[config.mk]
export PLATFORM = sky130hd
export DESIGN_NAME = cond_gate_unit
export DESIGN_NICKNAME = d
export VERILOG_FILES = /design/src/rtl/cond_pkg.sv /design/src/rtl/cond_reg_bank.sv /design/src/rtl/cond_decode.sv /design/src/rtl/cond_eval.sv /design/src/rtl/cond_gate_unit.sv
export SDC_FILE = /design/constraint.sdc
export NUM_CORES = 1
export LEC_CHECK = 0
export ABC_CLOCK_PERIOD_IN_PS = 3020
export BUFFER_PORTS_ARGS = -buffer_cell sky130_fd_sc_hd__buf_2
export CAP_MARGIN = 20
export CORE_ASPECT_RATIO = 0.9
export CORE_UTILIZATION = 55
export CTS_CLUSTER_DIAMETER = 150
export DETAILED_ROUTE_END_ITERATION = 10
export PLACE_DENSITY = 0.85
export SYNTH_ARGS = -nofsm -noshare
export SYNTH_HDL_FRONTEND = slang
export SYNTH_SLANG_ARGS = --single-unit
[constraint.sdc]
create_clock -name clk -period 3.02 [get_ports clk]
set_clock_uncertainty 0.05 [all_clocks]
set_input_delay 0.906 -clock clk [delete_from_list [all_inputs] [get_ports clk]]
set_output_delay 0.906 -clock clk [all_outputs]
set_load 0.02 [all_outputs]
[src/rtl/cond_pkg.sv]
// Package: shared types for the conditional execution predicate unit.
// Assumes a 3-bit selector and one sense bit in the top nibble of each word.
package cond_pkg;
    localparam int SEL_W = 3;
    localparam int NPRED = 5;

    typedef enum logic [1:0] {
        CLS_UNCOND = 2'd0,
        CLS_TEST   = 2'd1,
        CLS_BRK    = 2'd2,
        CLS_BAD    = 2'd3
    } cond_cls_t;

    typedef struct packed {
        cond_cls_t        cls;
        logic [SEL_W-1:0] idx;
        logic             sense;
    } cond_dec_t;
endpackage

[src/rtl/cond_reg_bank.sv]
// Predicate register bank: holds the five registers that conditions may test.
// Register k is written by selector code k+1. Other codes write nothing.
// Reads are combinational and show the value held before the current edge.
module cond_reg_bank
    import cond_pkg::*;
#(
    parameter int DATA_W = 32
) (
    input  logic                          clk,
    input  logic                          rst_n,
    input  logic                          wr_en,
    input  logic [SEL_W-1:0]              wr_sel,
    input  logic [DATA_W-1:0]             wr_data,
    output logic [NPRED-1:0][DATA_W-1:0]  rd_vals
);
    for (genvar k = 0; k < NPRED; k++) begin : g_reg
        localparam logic [SEL_W-1:0] CODE = SEL_W'(k + 1);
        logic [DATA_W-1:0] val_q;

        // Load the register on a matching write and clear it on reset.
        always_ff @(posedge clk) begin
            if (!rst_n) begin
                val_q <= '0;
            end else if (wr_en && (wr_sel == CODE)) begin
                val_q <= wr_data;
            end
        end

        assign rd_vals[k] = val_q;
    end
endmodule

[src/rtl/cond_decode.sv]
// Condition decoder: classifies the top nibble of an issue word.
// Assumes the nibble is {selector[2:0], sense}. Purely combinational.
module cond_decode
    import cond_pkg::*;
(
    input  logic [SEL_W:0] cond_field,
    output cond_dec_t      dec
);
    logic [SEL_W-1:0] sel;
    logic             sense;

    assign sel   = cond_field[SEL_W:1];
    assign sense = cond_field[0];

    // Map the selector and sense to a class and a register index.
    always_comb begin
        dec.sense = sense;
        dec.idx   = '0;
        if (sel == '0) begin
            dec.cls = sense ? CLS_BRK : CLS_UNCOND;
        end else if (int'(sel) > NPRED) begin
            dec.cls = CLS_BAD;
        end else begin
            dec.cls = CLS_TEST;
            dec.idx = sel - SEL_W'(1);
        end
    end
endmodule

[src/rtl/cond_eval.sv]
// Condition evaluator for one lane. It tests the selected register and
// registers the four result flags. Assumes rd_vals is the snapshot from
// before the current edge, so a write at the same edge is not seen.
module cond_eval
    import cond_pkg::*;
#(
    parameter int DATA_W = 32
) (
    input  logic                          clk,
    input  logic                          rst_n,
    input  logic                          vld,
    input  cond_dec_t                     dec,
    input  logic [NPRED-1:0][DATA_W-1:0]  rd_vals,
    output logic                          ex_q,
    output logic                          annul_q,
    output logic                          brk_q,
    output logic                          bad_q
);
    logic [DATA_W-1:0] picked;
    logic              is_zero;
    logic              cond_true;

    // Select the register named by the decoded index.
    always_comb begin
        picked = '0;
        for (int k = 0; k < NPRED; k++) begin
            if (dec.idx == SEL_W'(k)) begin
                picked = rd_vals[k];
            end
        end
    end

    assign is_zero   = (picked == '0);
    assign cond_true = dec.sense ? is_zero : !is_zero;

    // Register the flags for the accepted instruction.
    always_ff @(posedge clk) begin
        if (!rst_n || !vld) begin
            ex_q    <= 1'b0;
            annul_q <= 1'b0;
            brk_q   <= 1'b0;
            bad_q   <= 1'b0;
        end else begin
            ex_q    <= (dec.cls == CLS_UNCOND) || ((dec.cls == CLS_TEST) && cond_true);
            annul_q <= (dec.cls == CLS_TEST) && !cond_true;
            brk_q   <= (dec.cls == CLS_BRK);
            bad_q   <= (dec.cls == CLS_BAD);
        end
    end
endmodule

[src/rtl/cond_gate_unit.sv]
// Top of the predicate unit. One decoder and one evaluator per issue lane
// share a single predicate register bank. Flags are valid one cycle after
// an instruction is accepted.
module cond_gate_unit
    import cond_pkg::*;
#(
    parameter int LANES  = 2,
    parameter int INSN_W = 32,
    parameter int DATA_W = 32
) (
    input  logic                           clk,
    input  logic                           rst_n,
    input  logic [LANES-1:0]               issue_vld,
    input  logic [LANES-1:0][INSN_W-1:0]   issue_word,
    input  logic                           wr_en,
    input  logic [SEL_W-1:0]               wr_sel,
    input  logic [DATA_W-1:0]              wr_data,
    output logic [LANES-1:0]               ex_en,
    output logic [LANES-1:0]               annul,
    output logic [LANES-1:0]               brk_hit,
    output logic [LANES-1:0]               bad_cond
);
    localparam int FIELD_MSB = INSN_W - 1;

    logic [NPRED-1:0][DATA_W-1:0] rd_vals;

    cond_reg_bank #(.DATA_W(DATA_W)) u_bank (
        .clk     (clk),
        .rst_n   (rst_n),
        .wr_en   (wr_en),
        .wr_sel  (wr_sel),
        .wr_data (wr_data),
        .rd_vals (rd_vals)
    );

    for (genvar l = 0; l < LANES; l++) begin : g_lane
        cond_dec_t dec;

        cond_decode u_dec (
            .cond_field (issue_word[l][FIELD_MSB -: SEL_W+1]),
            .dec        (dec)
        );

        cond_eval #(.DATA_W(DATA_W)) u_eval (
            .clk     (clk),
            .rst_n   (rst_n),
            .vld     (issue_vld[l]),
            .dec     (dec),
            .rd_vals (rd_vals),
            .ex_q    (ex_en[l]),
            .annul_q (annul[l]),
            .brk_q   (brk_hit[l]),
            .bad_q   (bad_cond[l])
        );
    end
endmodule

* Word-level counts from Yosys, hierarchy flattened
Index checks and enable logic that the tools add are counted.
** Cells by class
- Add/sub/neg operators :: 2
- Magnitude comparators :: 2
- Equal/unequal tests :: 19
- Mux-type cells :: 22
- Reduce and logical (&&, ||, !) cells :: 28
** Operators with widths (count)
- 32-bit two-way mux :: 10
- 32-bit zero test :: 2
- 3-bit by 2-bit == test with 1-bit output, second input constant :: 6
- 3-bit == test, second input constant :: 4
- 3-bit zero test :: 4
- 2-bit two-way mux :: 6
- 3-bit two-way mux :: 4
- 3-bit by 1-bit == test with 1-bit output, second input constant :: 3
- 1-bit logical AND :: 9
- 2-bit == test, second input constant :: 4
- 1-bit zero test :: 7
- 3-bit > comparator, second input constant :: 2
- 3-bit by 1-bit subtractor with 3-bit output, second input constant :: 2
- 2-bit by 1-bit == test with 1-bit output, second input constant :: 2
- 2-bit zero test :: 2
- 1-bit logical OR :: 4
- 1-bit two-way mux :: 2
** Storage, ports and cells
- Bits in registers :: 168
- Input port bits :: 104
- Word-level logic and storage cells :: 86

* Depth between registers and ports, before layout
- Depth in word-level cells :: 14
- Mapped depth :: 10
- Depth with buffers taken out :: 10

* By module
From an unflattened synthesis, not the netlist that was laid out.
** Unflattened totals
- Cell total of the unflattened synthesis :: 752
- Area, all modules :: 7234.4 um^2
** By module, submodules not included
- cond_reg_bank :: times used 1, cells an instance 556, area an instance 5835.6 um^2, seq. area each 3203.1 um^2
- cond_eval :: times used 2, cells an instance 83, area an instance 586.8 um^2, seq. area each 80.1 um^2
- cond_decode :: times used 2, cells an instance 15, area an instance 112.6 um^2, seq. area each 0.0 um^2

* Least setup slack after synthesis
No wires, ideal clock.
- Kind :: input to register
- Start :: input issue_word[61] (netlist bit)
- End :: register g_lane[1].u_eval.ex_q
- Library setup time :: 0.079 ns
- Data arrival time :: 2.412 ns
- Slack :: 0.479 ns
- Stages :: 9
- Cell sequence :: inv_1 -> ha_1 -> ha_1 -> a2111oi_0 -> a32oi_1 -> a21oi_2 -> a211oi_4 -> mux2_4 -> o221ai_2
** Between the ends
- Word-level cells in the longest chain between the ends :: 14
** Ends and longest elaborated chain
- start, declared :: RTL line cond_gate_unit.sv:14 : input logic [LANES-1:0][INSN_W-1:0] issue_word,
- 3-bit by 1-bit subtractor with 3-bit output or 3-bit > comparator (tied branches) :: RTL line cond_decode.sv:25, cond_decode.sv:21
- 3-bit two-way mux :: RTL line cond_decode.sv:21 : end else if (int'(sel) > NPRED) begin
- 3-bit two-way mux :: RTL line cond_decode.sv:19 : if (sel == '0) begin
- 3-bit zero test :: RTL line cond_eval.sv:27 : if (dec.idx == SEL_W'(k)) begin
- 32-bit two-way mux (5 in series) :: RTL line cond_eval.sv:27
- 32-bit zero test :: RTL line cond_eval.sv:33 : assign is_zero = (picked == '0);
- 1-bit zero test :: RTL line cond_eval.sv:34 : assign cond_true = dec.sense ? is_zero : !is_zero;
- 1-bit two-way mux :: RTL line cond_eval.sv:34
- 1-bit logical AND :: RTL line cond_eval.sv:44 : ex_q <= (dec.cls == CLS_UNCOND) || ((dec.cls == CLS_TEST) && cond_true);
- 1-bit logical OR * :: RTL line cond_eval.sv:44
- end signal, assigned :: RTL line cond_eval.sv:44
- end, declared :: RTL line cond_eval.sv:14 : output logic ex_q,
Every way passes the cells marked *; elsewhere a longest branch is shown, timed or not.
A chain may end at the register's enable or synchronous reset.

* Worst setup path in the final report
Ends and elaborated chain as after synthesis.

==> run summary <==
status - completed
number of synthesis warnings - 0
IO Port Bufs - 55
CTS tree - yes
prevailing post-synth register cell - sky130_fd_sc_hd__dfxtp_1
antenna violations before repair - 0
global-route wire length before repair - 26.3 mm
slack of the worst reg-to-reg path - 0.76 ns
most used cells in the layout excluding fill and tap cells - sky130_fd_sc_hd__nand2_1, sky130_fd_sc_hd__dfxtp_1, sky130_fd_sc_hd__a21boi_0
count of nets left with antenna violations after detail routing - 0
cell internal power dissipation - 0.00365 W
Resized Gates After CTS - 0
area growth from synthesis to layout - 12.9%
sw frac - 0.234
Slew Limit Headroom - 0.576
row count - 38
count of pins over their slew limit - 0
Total Neg Setup Slack - 0 ns
height of the die - 109 um
cell count after synthesis - 856
Area contributors post-synth - sky130_fd_sc_hd__dfxtp_1, sky130_fd_sc_hd__nand2_1, sky130_fd_sc_hd__a21boi_0
depth of the worst register-to-register path - 7
H-tree depth - 4
portion of total power attributed to the clock network - 0.431
Hold EP - u_bank.g_reg[4].val_q[27]
kind of end point of the critical path - flop
most common cell after layout, fill and taps aside - sky130_fd_sc_hd__nand2_1
Peak Freq - 402 MHz
share of cells above drive strength 1 - 0.114
worst r2r src - u_bank.g_reg[0].val_q[18]
Max Cap Viol - 0
area share of the largest cell type after synthesis - 0.484
Post-CTS Hold Fix Bufs - 0
synthesized area per cell - 8.12 um^2
final weighted congestion in routability-driven placement - 0.797
CTS buffer count - 17
startpoint types - input pin
Nets - 989
maximum number of pins on one net before global-route repair - 162
worst hold margin - 0.412 ns
detailed placer's ending HPWL - 10.7 mm
post-synthesis register bit count - 168
post-route clock period utilization - 0.823
Synth Net Count - 966
startpoint of the tightest hold check path - u_bank.g_reg[4].val_q[27]
async set or reset register ratio after synthesis - 0
clock latency at the later pin of the worst-skew pair - 0.42 ns
Sink Count - 168
horizontal extent of the die - 121 um
full die area - 13100 um^2
reg2reg end - g_lane[1].u_eval.ex_q
total grt overflow - 0
core box area - 12200 um^2
Antenna diodes - 0
Final setup viols - 0
starting DRC count in detailed routing - 404
maximum VDD drop - 389 uV
number of setup buffers added after CTS - 0
P_sw - 0.00112 W
Min-Delay Path Depth - 2
worst hold-check path type - reg -> reg
CTS root buffer - sky130_fd_sc_hd__clkbuf_16
drt via density - 5.58
Comb pwr share - 0.089
via count of the first global-routing pass - 5228
drt first pass iters - 5
power density relative to cell area - 608 nW/um^2
Crit Path Class - in -> reg
sequential cell area fraction in the yosys report - 0.484
clock period minus final worst setup slack - 2.49 ns
starting density of the core - 0.571
required time at the endpoint of the critical path - 3.32 ns
unrepaired setup endpoints after global routing - false
remaining design rule violation count - 0
arrival time at the worst endpoint - 2.78 ns
Clock Tree Buf Depth - 2
slew at the pin with the worst max-slew slack - 0.636 ns
EDFF count, synth - 0
Syn Std Cell Area - 6950 um^2
sequential fraction of design power - 0.480
aggregate routed wire length - 16.1 mm
Overall Global Routing Usage - 0.260
fraction of the core area covered by cells at the end of the flow - 0.645
maximum fanout encountered on the critical timing path - 7
clock transition at the registers of the reported paths - 0.06 ns
Top-Level Pins - 112
number of hold violations in the final report - 0
Routed wire per std cell - 15.4 um
cell type with the largest total area after synthesis - sky130_fd_sc_hd__dfxtp_1
Distinct cells, synth - 40
total via count after detailed routing - 5863
static leakage power - 2.81 nW
[cell usage after synthesis, drive strengths merged (2+ instances only)]
library cell and instances:
nand2 333, nor3b 3, nor4 39, nand2b 4
clkbuf 53, a32oi 2, o311ai 2, a21boi 161
o21ai 2, or2 2, nand4 11, ha 6
o211ai 2, buf 8, and3 4, nor3 9
a21o 2, nor2b 2, nand3 6, nor2 13
dfxtp 168, inv 10
[power groups by stage]
stage / Sequential [W] / Clock, W / Combinational [W]
2_1_floorplan: 0.00233 / 0 / 0.000267
3_3_place_gp: 0.00234 / 0 / 0.000409
3_5_place_dp: 0.00234 / 0 / 0.000416
4_1_cts: 0.00229 / 0.00208 / 0.000418
5_1_grt: 0.00230 / 0.00218 / 0.000460
6_report: 0.00229 / 0.00206 / 0.000423
[logic make-up after synthesis]
kind of cell	synth area share
AO/OA/AOI/OAI	0.197
adder cells (fa/ha/maj)	0.0108
buffers and inverters	0.0426
flip-flops	0.484
multiplexers	0.00360
AND/OR/NAND/NOR	0.262
[critical path: stages]
cell,delay (ns)
sky130_fd_sc_hd__buf_2,0.15
sky130_fd_sc_hd__inv_1,0.11
sky130_fd_sc_hd__ha_1,0.21
sky130_fd_sc_hd__ha_1,0.24
sky130_fd_sc_hd__a2111oi_0,0.42
sky130_fd_sc_hd__a32oi_1,0.13
sky130_fd_sc_hd__a21oi_2,0.20
sky130_fd_sc_hd__a211oi_4,0.07
sky130_fd_sc_hd__mux2_4,0.31
sky130_fd_sc_hd__o221ai_2,0.05
[cell type report]
cell class	instances	area [um^2]
fill	1060	4320
sequential	168	3360
multi-input combinational	617	3300
clock buffer	22	454
timing repair buffer	65	390
tap	160	200
clock inverter	9	101
inverter	10	37.5
[per-stage QoR]
stage,std cells,total power (W),cell area (um^2),worst slack (ns)
after global placement,1020,0.00275,7290,0.154
after floorplan,856,0.00260,6950,0.479
after CTS,1051,0.00479,7850,0.552
final,1051,0.00477,7850,0.534
after detailed placement,1020,0.00276,7290,0.141
after global routing,1051,0.00493,7850,0.422
[worst max-delay path by stage]
stage | start | to | slack, ns | cells after the start
floorplan | issue_word[61] | g_lane[1].u_eval.ex_q | 0.48 | 9
global placement | issue_word[61] | g_lane[1].u_eval.ex_q | 0.15 | 10
detailed placement | issue_word[61] | g_lane[1].u_eval.ex_q | 0.14 | 10
CTS | issue_word[61] | g_lane[1].u_eval.ex_q | 0.55 | 10
global route | issue_word[61] | g_lane[1].u_eval.ex_q | 0.42 | 10
finish | issue_word[61] | g_lane[1].u_eval.ex_q | 0.53 | 10
[metal layers]
| metal | track usage | part of all wire | vias to the layer above |
|---|---|---|---|
| li1 | - | - | 2907 |
| met1 | 0.352 | 0.45 | 2753 |
| met2 | 0.425 | 0.47 | 185 |
| met3 | 0.0523 | 0.065 | 18 |
| met4 | 0.0688 | 0.012 | 0 |
| met5 | 0 | 0 | - |
[sequential cells by signal (all words and copies together), names as in the netlist]
signal / count
g_lane.u_eval.bad_q: 2
g_lane.u_eval.ex_q: 2
u_bank.g.val_q: 160
g_lane.u_eval.brk_q: 2
g_lane.u_eval.annul_q: 2
Power figures use the tool's default switching activity.
